File: src/rtl/extirq_pkg.sv
package extirq_pkg;
  localparam int LINES       = 28;
  localparam int DW          = 32;
  localparam int FIELD_W     = 3;
  localparam int FIELD_PITCH = 4;
  localparam int LO_LINES    = 16;
  localparam int NUM_GROUPS  = 4;
  localparam int SEL_W       = 2;

  typedef enum logic [SEL_W-1:0] {
    SEL_CFG_LO = 2'd0,
    SEL_CFG_HI = 2'd1,
    SEL_MASK   = 2'd2,
    SEL_PEND   = 2'd3
  } regSel_e;

  typedef struct packed {
    logic cfgLoWr;
    logic cfgHiWr;
    logic maskWr;
    logic pendClr;
  } regStrobe_t;

  function automatic int groupLo(int g);
    return (g == 0) ? 0 : (g * 8 - 4);
  endfunction

  function automatic int groupHi(int g);
    return g * 8 + 3;
  endfunction

  function automatic logic [DW-1:0] fieldKeep(int nFields);
    logic [DW-1:0] k;
    k = '0;
    for (int f = 0; f < DW / FIELD_PITCH; f++)
      if (f < nFields) k[f*FIELD_PITCH +: FIELD_W] = '1;
    return k;
  endfunction
endpackage

File: src/rtl/extirq_trig.sv
module extirq_trig
  import extirq_pkg::*;
(
  input  logic               clk,
  input  logic               rst,
  input  logic               pinIn,
  input  logic [FIELD_W-1:0] mode,
  output logic               evt
);
  logic syncA, syncB, prevB;

  always_ff @(posedge clk) begin
    if (rst) begin
      syncA <= 1'b0;
      syncB <= 1'b0;
      prevB <= 1'b0;
    end else begin
      syncA <= pinIn;
      syncB <= syncA;
      prevB <= syncB;
    end
  end

  always_comb begin
    case (mode[2:1])
      2'b00:   evt = mode[0] ? syncB : ~syncB;
      2'b01:   evt = prevB & ~syncB;
      2'b10:   evt = syncB & ~prevB;
      default: evt = syncB ^ prevB;
    endcase
  end
endmodule

File: src/rtl/extirq_ctrl.sv
module extirq_ctrl
  import extirq_pkg::*;
(
  input  logic             clk,
  input  logic             rst,
  input  logic             wrEn,
  input  logic [SEL_W-1:0] regSel,
  output regStrobe_t       strobe
);
  always_comb begin
    strobe         = '0;
    strobe.cfgLoWr = wrEn && (regSel == SEL_CFG_LO);
    strobe.cfgHiWr = wrEn && (regSel == SEL_CFG_HI);
    strobe.maskWr  = wrEn && (regSel == SEL_MASK);
    strobe.pendClr = wrEn && (regSel == SEL_PEND);
  end

  // one register at most is written per cycle
  p_one_strobe_r2: assert property (@(posedge clk) disable iff (rst)
    $onehot0(strobe));
endmodule

File: src/rtl/extirq_datapath.sv
module extirq_datapath
  import extirq_pkg::*;
(
  input  logic                  clk,
  input  logic                  rst,
  input  logic [LINES-1:0]      extPins,
  input  regStrobe_t            strobe,
  input  logic [DW-1:0]         wrData,
  input  logic [SEL_W-1:0]      regSel,
  output logic [DW-1:0]         rdData,
  output logic [NUM_GROUPS-1:0] irqGroup
);
  localparam int HI_LINES = LINES - LO_LINES;
  localparam logic [DW-1:0] CFG_LO_KEEP = fieldKeep(LO_LINES / 2);
  localparam logic [DW-1:0] CFG_HI_KEEP = fieldKeep((HI_LINES + 1) / 2);

  logic [DW-1:0]    cfgLoQ, cfgHiQ;
  logic [LINES-1:0] maskQ, pendQ, evt, clrBits, active;
  logic [FIELD_W-1:0] lineMode [LINES];

  always_ff @(posedge clk) begin
    if (rst) begin
      cfgLoQ <= '0;
      cfgHiQ <= '0;
      maskQ  <= '1;
    end else begin
      if (strobe.cfgLoWr) cfgLoQ <= wrData & CFG_LO_KEEP;
      if (strobe.cfgHiWr) cfgHiQ <= wrData & CFG_HI_KEEP;
      if (strobe.maskWr)  maskQ  <= wrData[LINES-1:0];
    end
  end

  genvar i;
  generate
    for (i = 0; i < LINES; i++) begin : g_line
      localparam int OFF = (i < LO_LINES) ? (i / 2) * FIELD_PITCH
                                          : ((i - LO_LINES) / 2) * FIELD_PITCH;
      if (i < LO_LINES) begin : g_lo
        assign lineMode[i] = cfgLoQ[OFF +: FIELD_W];
      end else begin : g_hi
        assign lineMode[i] = cfgHiQ[OFF +: FIELD_W];
      end
      extirq_trig u_trig (
        .clk   (clk),
        .rst   (rst),
        .pinIn (extPins[i]),
        .mode  (lineMode[i]),
        .evt   (evt[i])
      );
    end
  endgenerate

  assign clrBits = strobe.pendClr ? wrData[LINES-1:0] : '0;

  always_ff @(posedge clk) begin
    if (rst) pendQ <= '0;
    else     pendQ <= (pendQ & ~clrBits) | evt;
  end

  assign active = pendQ & ~maskQ;

  genvar g;
  generate
    for (g = 0; g < NUM_GROUPS; g++) begin : g_grp
      localparam int GLO = groupLo(g);
      localparam int GHI = groupHi(g);
      assign irqGroup[g] = |active[GHI:GLO];
    end
  endgenerate

  always_comb begin
    case (regSel)
      SEL_CFG_LO: rdData = cfgLoQ;
      SEL_CFG_HI: rdData = cfgHiQ;
      SEL_MASK:   rdData = {{(DW-LINES){1'b0}}, maskQ};
      default:    rdData = {{(DW-LINES){1'b0}}, pendQ};
    endcase
  end

  // reset leaves every line masked and nothing pending
  p_reset_state_r1: assert property (@(posedge clk)
    rst |=> (maskQ == '1 && pendQ == '0));

  // a pending bit only rises when its detector reported an event
  p_pend_rise_cause_r5: assert property (@(posedge clk) disable iff (rst)
    1'b1 |=> ((pendQ & ~$past(pendQ) & ~$past(evt)) == '0));

  // a pending bit only falls under a clear write of that bit
  p_pend_fall_clear_r8: assert property (@(posedge clk) disable iff (rst)
    1'b1 |=> (($past(pendQ) & ~pendQ & ~$past(clrBits)) == '0));

  // an event always leaves its pending bit set, clear or not
  p_event_wins_r9: assert property (@(posedge clk) disable iff (rst)
    1'b1 |=> ((pendQ & $past(evt)) == $past(evt)));

  // with every line masked no group may be raised
  p_masked_quiet_r10: assert property (@(posedge clk) disable iff (rst)
    (maskQ == '1) |-> (irqGroup == '0));
endmodule

File: src/rtl/ext_irq_grouper.sv
module ext_irq_grouper
  import extirq_pkg::*;
(
  input  logic                  clk,
  input  logic                  rst,
  input  logic [LINES-1:0]      extPins,
  input  logic                  wrEn,
  input  logic [SEL_W-1:0]      regSel,
  input  logic [DW-1:0]         wrData,
  output logic [DW-1:0]         rdData,
  output logic [NUM_GROUPS-1:0] irqGroup
);
  regStrobe_t strobe;

  extirq_ctrl u_ctrl (
    .clk    (clk),
    .rst    (rst),
    .wrEn   (wrEn),
    .regSel (regSel),
    .strobe (strobe)
  );

  extirq_datapath u_dp (
    .clk      (clk),
    .rst      (rst),
    .extPins  (extPins),
    .strobe   (strobe),
    .wrData   (wrData),
    .regSel   (regSel),
    .rdData   (rdData),
    .irqGroup (irqGroup)
  );
endmodule

File: config.mk
export PLATFORM = sky130hd
export DESIGN_NAME = ext_irq_grouper
export DESIGN_NICKNAME = d
export VERILOG_FILES = /design/src/rtl/extirq_pkg.sv /design/src/rtl/extirq_trig.sv /design/src/rtl/extirq_ctrl.sv /design/src/rtl/extirq_datapath.sv /design/src/rtl/ext_irq_grouper.sv
export SDC_FILE = /design/constraint.sdc
export NUM_CORES = 1
export LEC_CHECK = 0
export ABC_AREA = 1
export BUFFER_PORTS_ARGS = -buffer_cell sky130_fd_sc_hd__buf_4
export CAP_MARGIN = 20
export CORE_MARGIN = 4
export CORE_UTILIZATION = 59
export CTS_BUF_LIST = sky130_fd_sc_hd__clkbuf_8 sky130_fd_sc_hd__clkbuf_16
export CTS_CLUSTER_SIZE = 20
export DETAILED_ROUTE_END_ITERATION = 10
export PLACE_DENSITY = 0.87
export SLEW_MARGIN = 20
export SYNTH_ARGS = -nofsm -noshare
export SYNTH_HDL_FRONTEND = slang
export SYNTH_SLANG_ARGS = --single-unit
File: constraint.sdc
create_clock -name clk -period 1.45 [get_ports clk]
set_input_delay 0.2175 -clock clk [delete_from_list [all_inputs] [get_ports clk]]
set_output_delay 0.2175 -clock clk [all_outputs]
set_load 0.1 [all_outputs]
==> metrics.txt <==
outcome finished, violations left; failing checks negative setup slack; I/O pin count approximately 100; synthesized instance count around 1.3k; Final ANT Viol Nets 0; DRC viols 0; Synth area leader dfxtp_1; sequential share of power 41.3%; Yosys top cell area share between 40 and 50%; Worst Path Max Fanout 3; Worst Setup End Kind primary output; period utilisation layout 113%; VDD IR-drop max about 1300 uV; skew final ~12 ps; routability congestion estimate roughly 0.91; Tot GR Track Use 35.8%; Warnings, synthesis 0; Max Cap Violations 0; vias in the first global route roughly 9.6k; max-slew violation count 0; maximum clock path buffer count 2; Starting Density about three fifths; CTS tree built; sequential cell area fraction in the yosys report roughly 41%; CTS Buf Count 17; DR vias/cell 6.18; worst skew pair latency roughly 460 ps; proportion of layout cells with a drive suffix above 1 27.7%; critical path type reg -> out; diode count 0; Layout fillers 712; footprint of the multi-input gates between 4000 and 5000 um^2; most frequent cells in the layout nand2_1 (267), inv_1 (173), nor2_1 (157), buf_4 (110), nand3_1 (108); Area Growth Syn to Fin 38.8%; htree depth 4; DRT Wirelength 32600 um; syn_nets 1379; Worst-path clk slew approximately 70 ps; DIE WIDTH approximately 130 um; Core Region about 15000 um^2; Least-Margin Pin Slew 529 ps; post-synth cell types 26; Port Buf Inserts 98; Fmax around 610 MHz; first-iteration detailed-routing DRC count 1637; top post-synthesis cells by area dfxtp_1 (41%), nand2_1 (12%), inv_1 (9.0%), ha_1 (7.9%), nor2_1 (6.9%); Leak Pwr ~5.5 nW; Hold Fails Final Rpt 0; Rel. slew slack about two thirds; Hold Path Class in -> reg; initial antenna violation count 0; FFs w/ async S/R, synth 0%; # clock sinks approximately 180; dpl cells 1519; Final setup viols 30; via count 9942; commonest non-fill, non-tap cell in the layout nand2_1; internal power 8.83 mW; total congestion overflow 0; die area between 15000 and 20000 um^2; Avg WL per Cell 20.3 um; FF+latch area ~3800 um^2; Final Total Pwr between 10 and 15 mW; clock network power share ~34%; min Tclk post-route between 1500 and 2000 ps; Syn Area/Cell 7.06 um^2; WP data arrival approximately 1400 ps; Rows 44; switching power approximately 4.7 mW; Most used DFF post-synth dfxtp_1; number of synthesized flops with an enable pin 0; hpwl dp 16700 um; RSZ-0062 raised after global routing yes; first-pass GRT wire length ~48000 um; Power Density 1100 nW/um^2; Worst EP required 1230 ps; final worst setup slack -185 ps; combinational share of power between 20 and 25%; mapped cell area between 8000 and 9000 um^2; Post-Layout Cell Count roughly 1.6k; DRT Pass-1 Iters 8; Net Sw Frac 34.8%; CTS Root Cell clkbuf_16; synthesized flop and latch total ~180; Nets ~1.5k; largest net degree at the start of global routing ~110; Die H approximately 130 um; Critical Path Start Type register
## state kept, by name, summed over array words and instances (netlist names)
signal,count
u_dp.g_line.u_trig.syncB,28
u_dp.maskQ,28
u_dp.g_line.u_trig.prevB,28
u_dp.pendQ,28
u_dp.g_line.u_trig.syncA,28
u_dp.cfgHiQ,18
u_dp.cfgLoQ,24
## metrics by stage
step | hold slack, ps | area, um^2 | TNS, ps | utilization (%) | worst slack, ps
after floorplan | 324 | 9320 | -1860 | - | -272
after global placement | 389 | 10300 | -510 | 70.4 | -115
after detailed placement | 396 | 10300 | -806 | 70.4 | -124
after CTS | 3.50 | 12100 | -1380 | 82.9 | -146
after global routing | 14.6 | 12300 | -2750 | 84.2 | -187
final | 5.27 | 12300 | -2360 | 84.2 | -185
## path summary, 6_finish.rpt
kind                                                              start                                 endpoint  slack [ps]  depth (start not counted)
worst max-delay path                        u_dp.maskQ[17]$_SDFFE_PP1P_                               rdData[17]        -190                          3
worst min-delay path                                          wrData[3]               u_dp.maskQ[3]$_SDFFE_PP1P_           5                          3
worst max register to register  u_dp.g_line[14].u_trig.syncB$_SDFF_PP0_                u_dp.pendQ[14]$_SDFF_PP0_         -40                          8
worst min register to register  u_dp.g_line[11].u_trig.syncA$_SDFF_PP0_  u_dp.g_line[11].u_trig.syncB$_SDFF_PP0_         390                          2
## critical path: stages (launching register included)
cell	delay, ps
dfxtp_2	350
nand2_1	200
o2111ai_4	200
buf_12	210
## synthesized netlist by cell type (18+ instances only)
cell type / n
nand4_1: 28
dfxtp_1: 182
nand3b_1: 28
nand2_1: 289
nand3_1: 108
inv_1: 214
o21ai_0: 43
o2111ai_1: 18
clkbuf_1: 18
ha_1: 56
a21oi_1: 43
nor2_1: 164
buf_2: 19
## power groups by stage
stage	Combinational [mW]	Sequential (mW)	Clock, mW
2_1_floorplan	1.89	5.55	0
3_3_place_gp	2.50	5.61	0
3_5_place_dp	2.54	5.62	0
4_1_cts	3.10	5.53	4.51
5_1_grt	3.48	5.60	4.76
6_report	3.33	5.59	4.61
## metal layers
metal	GRT usage, %	routed length [um]
met1	41.4	11100
met2	59.4	15000
met3	9.88	3780
met4	20.9	2730
met5	0	0
## area by class of cell
| class | instances | area share [%] |
|---|---|---|
| clock inverters | 14 | 1.08 |
| inverters | 219 | 7.15 |
| flip-flops and latches | 182 | 31.0 |
| repair buffers | 185 | 16.4 |
| clock buffers | 18 | 3.56 |
| multi-input cells | 808 | 38.9 |
| well taps | 184 | 1.87 |
## timing repair
action | in CTS | in global routing
hold endpoints to repair | 29 | 0
gates resized for setup | 283 | 53
setup buffers | 26 | 4
endpoints found under the setup margin | 35 | 35
pin swaps | 36 | 15
hold buffers | 29 | 0
## cell families after synthesis
group                      after synthesis  synth area share (%)
and+or+nand+nor                        621                  30.0
buffers and inverters                  268                  12.5
DFF                                    182                  41.0
AOI/OAI and AO/OA                      130                  8.54
adders and majority gates               56                  7.89
other                                    1                0.0422
Note: power is estimated with default switching activity, not from simulation.
